--- config.mk ---
export PLATFORM = sky130hd
export DESIGN_NAME = scanbist_ctrl
export DESIGN_NICKNAME = d
export VERILOG_FILES = /design/src/rtl/sbc_pkg.sv /design/src/rtl/sbc_lfsr.sv /design/src/rtl/sbc_phase_shift.sv /design/src/rtl/sbc_misr.sv /design/src/rtl/sbc_seq.sv /design/src/rtl/scanbist_ctrl.sv
export SDC_FILE = /design/constraint.sdc
export NUM_CORES = 1
export LEC_CHECK = 0
export BUFFER_PORTS_ARGS = -buffer_cell sky130_fd_sc_hd__buf_2
export CAP_MARGIN = 20
export CORE_UTILIZATION = 40
export DETAILED_ROUTE_END_ITERATION = 12
export GPL_TIMING_DRIVEN = 1
export HOLD_SLACK_MARGIN = 0.15
export PLACE_DENSITY_LB_ADDON = 0.1
export SETUP_SLACK_MARGIN = 0.3
export SLEW_MARGIN = 20
export SYNTH_ARGS = -nofsm -noshare
export SYNTH_HDL_FRONTEND = slang
export SYNTH_HIERARCHICAL = 1
export SYNTH_SLANG_ARGS = --single-unit
--- constraint.sdc ---
create_clock -name clk -period 3 [get_ports clk]
set_clock_uncertainty 0.1 [all_clocks]
set_input_delay 0.45 -clock clk [delete_from_list [all_inputs] [get_ports clk]]
set_output_delay 0.45 -clock clk [all_outputs]
set_load 0.02 [all_outputs]
--- src/rtl/sbc_pkg.sv ---
package sbc_pkg;

  typedef enum logic [1:0] {
    SBC_IDLE  = 2'd0,
    SBC_LOAD  = 2'd1,
    SBC_CAPT  = 2'd2,
    SBC_FLUSH = 2'd3
  } sbc_state_e;

  // First generator bit feeding phase-shifter output k
  function automatic int ps_tap_a(input int k, input int lw);
    return k % lw;
  endfunction

  // Second generator bit feeding phase-shifter output k
  function automatic int ps_tap_b(input int k, input int lw);
    return ((k % lw) + 1 + (k / lw)) % lw;
  endfunction

endpackage

--- src/rtl/sbc_lfsr.sv ---
module sbc_lfsr #(
  parameter int          W    = 16,
  parameter logic [W-1:0] TAPS = 16'hB400,
  parameter logic [W-1:0] SEED = 16'hACE1
) (
  input  logic         clk,
  input  logic         rst_n,
  input  logic         seed_en,
  input  logic         step_en,
  output logic [W-1:0] state
);

  logic [W-1:0] state_d;

  always_comb begin
    state_d = state;
    if (seed_en)      state_d = SEED;
    else if (step_en) state_d = {state[W-2:0], ^(state & TAPS)};
  end

  always_ff @(posedge clk or negedge rst_n) begin
    if (!rst_n) state <= SEED;
    else        state <= state_d;
  end

endmodule

--- src/rtl/sbc_phase_shift.sv ---
module sbc_phase_shift #(
  parameter int LW  = 16,
  parameter int NCH = 25
) (
  input  logic [LW-1:0]  gen,
  input  logic           en,
  output logic [NCH-1:0] chain_in
);

  for (genvar k = 0; k < NCH; k++) begin : g_out
    localparam int TA = sbc_pkg::ps_tap_a(k, LW);
    localparam int TB = sbc_pkg::ps_tap_b(k, LW);
    assign chain_in[k] = en & (gen[TA] ^ gen[TB]);
  end

endmodule

--- src/rtl/sbc_misr.sv ---
module sbc_misr #(
  parameter int          W    = 25,
  parameter logic [W-1:0] TAPS = 25'h0000008
) (
  input  logic         clk,
  input  logic         rst_n,
  input  logic         clr,
  input  logic         en,
  input  logic [W-1:0] din,
  output logic [W-1:0] sig
);

  logic [W-1:0] sig_d;
  logic         fb;

  always_comb begin
    fb       = sig[W-1];
    sig_d    = sig;
    if (clr) begin
      sig_d = '0;
    end else if (en) begin
      sig_d[0] = fb ^ din[0];
      for (int i = 1; i < W; i++) sig_d[i] = sig[i-1] ^ din[i] ^ (TAPS[i] & fb);
    end
  end

  always_ff @(posedge clk or negedge rst_n) begin
    if (!rst_n) sig <= '0;
    else        sig <= sig_d;
  end

endmodule

--- src/rtl/sbc_seq.sv ---
module sbc_seq
  import sbc_pkg::*;
#(
  parameter int CHAIN_LEN = 200,
  parameter int PAT_W     = 16
) (
  input  logic             clk,
  input  logic             rst_n,
  input  logic             start,
  input  logic [PAT_W-1:0] pat_cnt,
  output logic             accept,
  output logic             scan_en,
  output logic             load_act,
  output logic             compact,
  output logic             done
);

  localparam int              CNT_W = (CHAIN_LEN > 1) ? $clog2(CHAIN_LEN) : 1;
  localparam logic [CNT_W-1:0] LAST = CNT_W'(CHAIN_LEN - 1);

  sbc_state_e       st_q, st_d;
  logic [CNT_W-1:0] cnt_q, cnt_d;
  logic [PAT_W-1:0] left_q, left_d;
  logic             unl_q, unl_d;
  logic             done_d;

  always_comb begin
    st_d   = st_q;
    cnt_d  = cnt_q;
    left_d = left_q;
    unl_d  = unl_q;
    done_d = done;
    accept = 1'b0;
    case (st_q)
      SBC_IDLE: begin
        if (start && (pat_cnt != '0)) begin
          accept = 1'b1;
          st_d   = SBC_LOAD;
          cnt_d  = '0;
          left_d = pat_cnt;
          unl_d  = 1'b0;
          done_d = 1'b0;
        end
      end
      SBC_LOAD: begin
        if (cnt_q == LAST) begin
          st_d   = SBC_CAPT;
          cnt_d  = '0;
          left_d = left_q - 1'b1;
        end else begin
          cnt_d = cnt_q + 1'b1;
        end
      end
      SBC_CAPT: begin
        unl_d = 1'b1;
        st_d  = (left_q == '0) ? SBC_FLUSH : SBC_LOAD;
      end
      SBC_FLUSH: begin
        if (cnt_q == LAST) begin
          st_d   = SBC_IDLE;
          cnt_d  = '0;
          unl_d  = 1'b0;
          done_d = 1'b1;
        end else begin
          cnt_d = cnt_q + 1'b1;
        end
      end
      default: st_d = SBC_IDLE;
    endcase
  end

  always_ff @(posedge clk or negedge rst_n) begin
    if (!rst_n) begin
      st_q   <= SBC_IDLE;
      cnt_q  <= '0;
      left_q <= '0;
      unl_q  <= 1'b0;
      done   <= 1'b0;
    end else begin
      st_q   <= st_d;
      cnt_q  <= cnt_d;
      left_q <= left_d;
      unl_q  <= unl_d;
      done   <= done_d;
    end
  end

  assign load_act = (st_q == SBC_LOAD);
  assign scan_en  = load_act || (st_q == SBC_FLUSH);
  assign compact  = (load_act && unl_q) || (st_q == SBC_FLUSH);

endmodule

--- src/rtl/scanbist_ctrl.sv ---
module scanbist_ctrl #(
  parameter int NCHAINS   = 25,
  parameter int CHAIN_LEN = 200,
  parameter int PAT_W     = 16,
  parameter int GEN_W     = 16,
  parameter logic [GEN_W-1:0]   GEN_TAPS  = 16'hB400,
  parameter logic [GEN_W-1:0]   GEN_SEED  = 16'hACE1,
  parameter logic [NCHAINS-1:0] SIG_TAPS  = 25'h0000008
) (
  input  logic               clk,
  input  logic               rst_n,
  input  logic               start,
  input  logic [PAT_W-1:0]   pat_cnt,
  output logic               scan_en,
  output logic [NCHAINS-1:0] scan_in,
  input  logic [NCHAINS-1:0] scan_out,
  output logic               done,
  output logic [NCHAINS-1:0] signature
);

  logic [1:0]       rst_sync_q;
  logic             rst_int_n;
  logic             accept, load_act, compact;
  logic [GEN_W-1:0] gen_state;

  // Reset asserts at once and releases two clocks later
  always_ff @(posedge clk or negedge rst_n) begin
    if (!rst_n) rst_sync_q <= 2'b00;
    else        rst_sync_q <= {rst_sync_q[0], 1'b1};
  end
  assign rst_int_n = rst_sync_q[1];

  sbc_seq #(.CHAIN_LEN(CHAIN_LEN), .PAT_W(PAT_W)) u_seq (
    .clk(clk), .rst_n(rst_int_n), .start(start), .pat_cnt(pat_cnt),
    .accept(accept), .scan_en(scan_en), .load_act(load_act),
    .compact(compact), .done(done)
  );

  sbc_lfsr #(.W(GEN_W), .TAPS(GEN_TAPS), .SEED(GEN_SEED)) u_gen (
    .clk(clk), .rst_n(rst_int_n), .seed_en(accept), .step_en(load_act),
    .state(gen_state)
  );

  sbc_phase_shift #(.LW(GEN_W), .NCH(NCHAINS)) u_ps (
    .gen(gen_state), .en(load_act), .chain_in(scan_in)
  );

  sbc_misr #(.W(NCHAINS), .TAPS(SIG_TAPS)) u_sig (
    .clk(clk), .rst_n(rst_int_n), .clr(accept), .en(compact),
    .din(scan_out), .sig(signature)
  );

endmodule


; ---- Yosys cells after proc, flatten, opt, wreduce, memory -nomap -nowiden
; Index checks and enable logic that the tools add are counted.
[word_totals]
ff_bits = 71
[op_classes]
n_mux = 22
addsub = 2
bitwise_logic = 76
n_eq_ne = 7
n_reduce_logical = 20
[op_table]
columns = operator, n
row1 = two-way mux 16 bit, 4
row2 = XOR 1 bit, 51
row3 = two-way mux 25 bit, 2
row4 = case mux 16 bit (2 select lines), 1
row5 = bitwise AND 1 bit, 25
row6 = zero test 16 bit, 1
row7 = two-way mux 8 bit, 2
row8 = case mux 8 bit (2 select lines), 1
row9 = nonzero test 16 bit, 1
row10 = parity 16 bit, 1
row11 = subtractor 16 x 1 -> 16 bit (second input constant), 1
row12 = AND reduction 3 bit, 4
row13 = nonzero test 2 bit, 5
row14 = adder 8 x 1 -> 8 bit (second input constant), 1
row15 = == test 8 bit (second input constant), 1
row16 = two-way mux 2 bit, 4
row17 = case mux 2 bit (4 select lines), 1
row18 = two-way mux 1 bit, 5
row19 = == test 2 bit (second input constant), 2
row20 = != test 2 x 1 -> 1 bit (second input constant), 2
row21 = case mux 1 bit (3 select lines), 1
row22 = nonzero test 3 bit, 1
row23 = == test 2 x 1 -> 1 bit (second input constant), 1
row24 = logical AND 1 bit, 2
row25 = other kinds (6), 7

; ---- Logic depth before layout (Yosys ltp)
; Gate-level depths: netlist of run 1.
[logic_depth]
word_depth = 5
depth_mapped = 9
mapped_depth_nobuf = 7

; ---- Cells and area by module
; Netlist of run 1, hierarchy kept.
[by_module_without_submodules]
columns = mod, cells_each, area_each_um2, n_inst
row1 = sbc_seq, 210, 1764.2, 1
row2 = sbc_misr, 108, 1287.5, 1
row3 = sbc_lfsr, 55, 704.4, 1
row4 = sbc_phase_shift, 52, 385.4, 1
row5 = scanbist_ctrl, 3, 53.8, 1

; ---- Least setup slack after synthesis of run 1
; No wires, ideal clock.
[synth_path]
kind = flip-flop to output port
startpoint = register u_seq.st_q[1]
endpoint = output port scan_in[10]
t_required_ps = 2450
arrival_time_ps = 1481
path_stages_with_launch = 8
n_path_buf = 4
setup_slack_ps = 969
path_cell_list = dfrtp_1 -> buf_2 -> nand2b_1 -> buf_2 -> inv_2 -> buf_2 -> clkbuf_2 -> and2_1
[synth_between]
elab_chain_len = 2
[synth_lines]
columns = item, line
row1 = "start, declared", sbc_seq.sv:21  ; sbc_state_e st_q, st_d;
row2 = "start signal, assigned", sbc_seq.sv:80  ; st_q <= st_d;
row3 = == test 2 x 1 -> 1 bit, sbc_seq.sv:88  ; assign load_act = (st_q == SBC_LOAD);
row4 = named net load_act, scanbist_ctrl.sv:23  ; logic accept, load_act, compact;
row5 = bitwise AND 1 bit, sbc_phase_shift.sv:13  ; assign chain_in[k] = en & (gen[TA] ^ gen[TB]);
row6 = "end, declared", scanbist_ctrl.sv:15  ; output logic [NCHAINS-1:0] scan_in,
; The timed path passes the listed nets, and every way through them passes these cells.

; ---- Final worst setup path of run 1
[layout_path]
startpoint = register u_seq.st_q[1]
endpoint = output port scan_in[14]
; The elaborated chain is that of the path after synthesis.

==> results.json, run 1 <==
{
  "status": "complete, no violations",
  "grt_use_total_pct": 17.1,
  "fin_crit_sh_pct": 80.1,
  "dpl.hpwl_um": 6380,
  "cts_root_buf": "clkbuf_8",
  "p_leak_nw": 2.18,
  "cts_sinks": 71,
  "ys.flop_type": "dfrtp_1",
  "grt_start_max_net_pins": 54,
  "synthesis.area_um2": 4200,
  "die_area_um2": 10900,
  "cts.clk_slew.worst_paths_ns": 0.08,
  "wl_per_cell_um": 13.7,
  "setup_viol": 0,
  "antenna_found_initial": 0,
  "grt_pass1_wl_um": 15200,
  "syn_area_per_cell_um2": 9.80,
  "synth_cell_types": 55,
  "vias": 3339,
  "tightest_slew_ns": 0.553,
  "io_pins": 96,
  "r2r_start": "u_seq/cnt_q[0]",
  "power_mw": 1.81,
  "io_buffers": 95,
  "synth_top_area_share_pct": 37.6,
  "ys_seq_elements": 71,
  "critPathKind": "flop to primary output",
  "r2r_slack_ns": 0.84,
  "drv_cap": 0,
  "vdd_drop_max_v": 0.000253,
  "fmax_mhz": 416,
  "detail-route-antenna-nets": 0,
  "overflow": 0,
  "min_path_type": "flop to async pin",
  "endpoint_kind": "primary output",
  "drt_pass1_iterations": 4,
  "slew_viol_final": 0,
  "areaGrowthSynthToFinish_pct": 18.7,
  "maxSlewHeadroom_pct": 63.2,
  "hold_viol": 0,
  "worstRegToRegCells": 7,
  "synthArstFlopShare_pct": 100,
  "crit_fanout": 53,
  "core-area_um2": 10200,
  "cp.required_ns": 2.45,
  "drive_gt1_share_pct": 32.4,
  "clockBufferDepth": 2,
  "syn_nets": 474,
  "drc": 0,
  "rsz0062_at_grt": "false",
  "synth_area_leader_cell": "dfrtp_1",
  "fin_nets": 563,
  "postSynthCellCount": 428,
  "start_util_pct": 41.0,
  "n_antenna_cell": 0,
  "yosysSeqAreaShare_pct": 42.6,
  "crit_start": "u_seq/st_q[1]",
  "clock_latency_ns": 0.35,
  "globalplace.congestion": 0.825,
  "synth_edf_count": 0,
  "drtIter0Drc": 137,
  "start_kind": "flop",
  "cp.arrival_ns": 1.85,
  "fillers": 1014,
  "viasPerCell": 5.07,
  "synth_area_leaders": "dfrtp_1 38%, a211oi_2 5.7%, xnor2_1 5.4%",
  "layout_commonest_cell": "buf_2",
  "numCtsBuffers": 9,
  "min_period_ns": 2.40,
  "row_count": 37,
  "r2r-end": "u_seq/left_q[1]",
  "layout_common_cells": "95 x buf_2, 61 x dfrtp_1, 52 x nor2_1",
  "tritoncts": "done",
  "tns_ns": 0,
  "wl_um": 9020,
  "die_h_um": 104,
  "yosys_warnings": 6,
  "die_x_um": 104,
  "p_per_area_nw_per_um2": 363,
  "grt_pass1_vias": 3148,
  "htreeDepth": 3
}
-- what timing repair did --
item / CTS / global route
setup endpoints to repair: 0 / 25
gates resized for setup: 0 / 1
hold buffers: 1 / 0
endpoints found under the hold margin: 2 / 0
setup buffers: 0 / 0
-- cell families (layout without fill, tap and decap cells) --
family	count (synthesis)	count (layout)	synth area share, %
buf+inv	35	129	4.71
fa+ha+maj	2	2	0.596
compound gates	104	104	17.7
simple gates	144	144	18.3
other cells	1	1	0.0894
xor+xnor	55	55	12.2
mux	16	16	3.82
flops	71	71	42.6
-- cell type report --
type | count | area [um2] | area share (%)
multi-input combinational | 322 | 2220 | 44.6
sequential | 71 | 1790 | 35.9
timing repair buffer | 104 | 571 | 11.5
tap | 136 | 170 | 3.42
clock buffer | 9 | 124 | 2.49
clock inverter | 7 | 72.6 | 1.46
inverter | 9 | 33.8 | 0.679
-- power breakdown --
group          leakage, nW  total, mW  internal (mW)  switching [mW]
combinational         1.29     0.0764         0.0374          0.0390
sequential           0.794      0.965          0.958         0.00653
clock               0.0956      0.766          0.385           0.381
-- registers in the layout, indices dropped and copies added, names as in the netlist --
| signal | flops |
|---|---|
| rst_sync_q | 2 |
| u_gen/state | 16 |
| u_seq/cnt_q | 8 |
| u_seq/done | 1 |
| u_seq/left_q | 16 |
| u_seq/st_q | 2 |
| u_seq/unl_q | 1 |
| u_sig/sig | 25 |
-- worst max-delay path, stage by stage (launching register included) --
cell and delay (ns):
dfrtp_1 0.48, nand2b_1 0.21, inv_2 0.21, buf_12 0.26
and2_1 0.16, buf_2 0.16
-- metrics by stage --
stage	hold slack (ns)	area [um2]	utilization (%)	worst slack (ns)	instances
2_1_floorplan	0.0544	4200	-	0.790	428
3_5_place_dp	0.143	4770	46.6	0.653	641
5_1_grt	0.226	4980	48.7	0.451	658
4_1_cts	0.193	4980	48.6	0.360	658
6_report	0.162	4980	48.7	0.596	658
3_3_place_gp	0.139	4770	46.6	0.709	641
-- routing by layer --
metal / GRT usage [%] / wire (um) / vias up
met5: 0 / 0 / -
met4: 5.41 / 83 / 0
met3: 5.08 / 549 / 10
met2: 26.6 / 4130 / 91
met1: 22.8 / 4260 / 1577
li1: - / - / 1661
-- cells in the mapped netlist (4+ instances only) --
library cell  number
dfrtp_1           63
nor2_1            53
a21oi_1           30
and2_1            26
nand2_1           26
xnor2_1           26
xor2_1            26
a211oi_2          19
o21ai_1           18
mux2i_1           16
o21ai_0           16
buf_2             15
dfstp_2            8
inv_1              8
a211oi_1           6
nand3_1            6
nor4_2             5
buf_6              4
nor3_1             4
-- worst max path at each step --
stage                            to  slack, ns  cells after the start
finish                  scan_in[14]       0.60                      5
global route            scan_in[16]       0.45                      5
CTS                     scan_in[14]       0.36                      5
detailed placement  u_seq/left_q[0]       0.65                      7
global placement    u_seq/left_q[1]       0.71                      7
floorplan           u_gen/state[12]       0.79                      0
Note: power is estimated with default switching activity, not from simulation.
==> run 2: changes to the inputs <==
==> constraint.sdc (replaced) <==
create_clock -name clk -period 2 [get_ports clk]
set_clock_uncertainty 0.1 [all_clocks]
set_input_delay 0.3 -clock clk [delete_from_list [all_inputs] [get_ports clk]]
set_output_delay 0.3 -clock clk [all_outputs]
set_load 0.02 [all_outputs]
==> results.json, run 2 (same netlist as run 1, synthesis figures left out) <==
{
  "reg_top3": "u_sig/sig x25, u_gen/state x16, u_seq/left_q x16",
  "drtIter0Drc": 93,
  "endpoint_kind": "primary output",
  "stdcell_count": 706,
  "n_antenna_cell": 0,
  "fmax_mhz": 525,
  "clock_latency_ns": 0.34,
  "p_per_area_nw_per_um2": 460,
  "min_path_type": "primary input to flop",
  "r2r_start": "u_seq/st_q[0]",
  "cts_root_buf": "clkbuf_8",
  "hold_depth": 3,
  "start_util_pct": 41.0,
  "hold_viol": 0,
  "io_buffers": 95,
  "drt_pass1_iterations": 4,
  "layout_common_cells": "90 x buf_2, 61 x dfrtp_1, 48 x nor2_1",
  "detail-route-antenna-nets": 0,
  "viasPerCell": 5.09,
  "numCtsBuffers": 9,
  "die_area_um2": 10900,
  "areaGrowthSynthToFinish_pct": 34.4,
  "r2r_slack_ns": 0.16,
  "drive_gt1_share_pct": 44.7,
  "critPathKind": "flop to primary output",
  "tightest_slew_ns": 0.632,
  "status": "complete, no violations",
  "cp.arrival_ns": 1.50,
  "wl_um": 10400,
  "wl_per_cell_um": 14.7,
  "rsz0062_at_grt": "true",
  "cts.clk_slew.worst_paths_ns": 0.08,
  "io_pins": 96,
  "vias": 3592,
  "die_h_um": 104,
  "seqCellArea_um2": 1790,
  "crit_fanout": 11,
  "globalplace.congestion": 0.826,
  "row_count": 37,
  "drv_cap": 0,
  "multiInputGateArea_um2": 2420,
  "cp.required_ns": 1.60,
  "hold_start": "pat_cnt[7]",
  "place_inst": 654,
  "cts_sinks": 71,
  "max_flop_register": "u_sig/sig",
  "layout_commonest_cell": "buf_2",
  "maxSlewHeadroom_pct": 57.8,
  "r2r-end": "u_seq/left_q[9]",
  "slew_viol_final": 0,
  "tns_ns": 0,
  "fin_nets": 611,
  "dpl.hpwl_um": 6580,
  "antenna_found_initial": 0,
  "grt_start_max_net_pins": 58,
  "min_period_ns": 1.90,
  "setup_viol": 0,
  "fin_crit_sh_pct": 95.2,
  "core-area_um2": 10200,
  "hold_end": "u_seq/left_q[7]",
  "clockBufferDepth": 2,
  "overflow": 0,
  "grt_pass1_vias": 3545,
  "vdd_drop_max_v": 0.000296,
  "drc": 0,
  "tritoncts": "done",
  "largest_register_ff_count": 25,
  "die_x_um": 104,
  "fillers": 919,
  "worstRegToRegCells": 8,
  "htreeDepth": 3,
  "grt_pass1_wl_um": 17200,
  "p_leak_nw": 2.50,
  "start_kind": "flop",
  "grt_use_total_pct": 19.7
}
run 2: worst max-delay path: stages, from the launching register on:
cell,delay (ns)
dfrtp_1,0.41
buf_8,0.14
nand2b_4,0.19
clkinv_8,0.12
and2_1,0.15
buf_2,0.15
run 2: metrics by stage:
stage	setup slack, ns	power (mW)	hold WS, ns	util, %	cell area (um2)
after floorplan	0.287	1.52	-0.0956	-	4270
after global placement	0.00315	1.59	-0.0133	48.1	4920
after detailed placement	-0.0146	1.59	-0.0137	48.4	4950
after CTS	0.0843	2.63	0.151	53.5	5480
after global routing	0.0275	2.72	0.152	55.1	5640
final	0.0959	2.59	0.164	55.1	5640
run 2: layer usage:
metal	GRT usage (%)	part of all wire, %	vias to the layer above
met3	3.51	4.3	12
met2	33.3	49	91
met5	0	0	-
met4	7.14	1.5	0
li1	-	-	1771
met1	25.1	45	1718
run 2: how the worst max path moves through the flow:
stage                                 to  cells after the start  slack [ns]           from
final                         scan_in[2]                      5         0.1  u_seq/st_q[0]
after floorplan              scan_in[16]                      7        0.29  u_seq/st_q[1]
after detailed placement  u_seq/cnt_q[2]                      7       -0.01     pat_cnt[6]
after CTS                     scan_in[2]                      5        0.08  u_seq/st_q[1]
after global placement    u_seq/cnt_q[3]                      7       0.003     pat_cnt[6]
after global routing          scan_in[2]                      5        0.03  u_seq/st_q[0]
run 2: power by group:
| part | internal (mW) | switching (mW) | total (mW) |
|---|---|---|---|
| sequential | 1.44 | 0.00160 | 1.44 |
| combinational | 0.0665 | 0.0711 | 0.138 |
| clock | 0.449 | 0.567 | 1.02 |
| total | 1.95 | 0.640 | 2.59 |
run 2: area by class of cell:
cell class | instances | area share (%)
multi-input cells | 323 | 42.9
repair inverters | 3 | 0.510
inverters | 9 | 0.777
clock inverters | 7 | 0.865
repair buffers | 148 | 18.0
flip-flops and latches | 71 | 31.7
clock buffers | 9 | 2.20
well taps | 136 | 3.02
run 2: timing repair:
item | in CTS | in global routing
cloned | 4 | 0
endpoints found under the hold margin | 19 | 2
hold buffers | 7 | 1
endpoints found under the setup margin | 85 | 85
gates resized for setup | 38 | 25
pin swaps | 10 | 6
setup buffers | 18 | 6
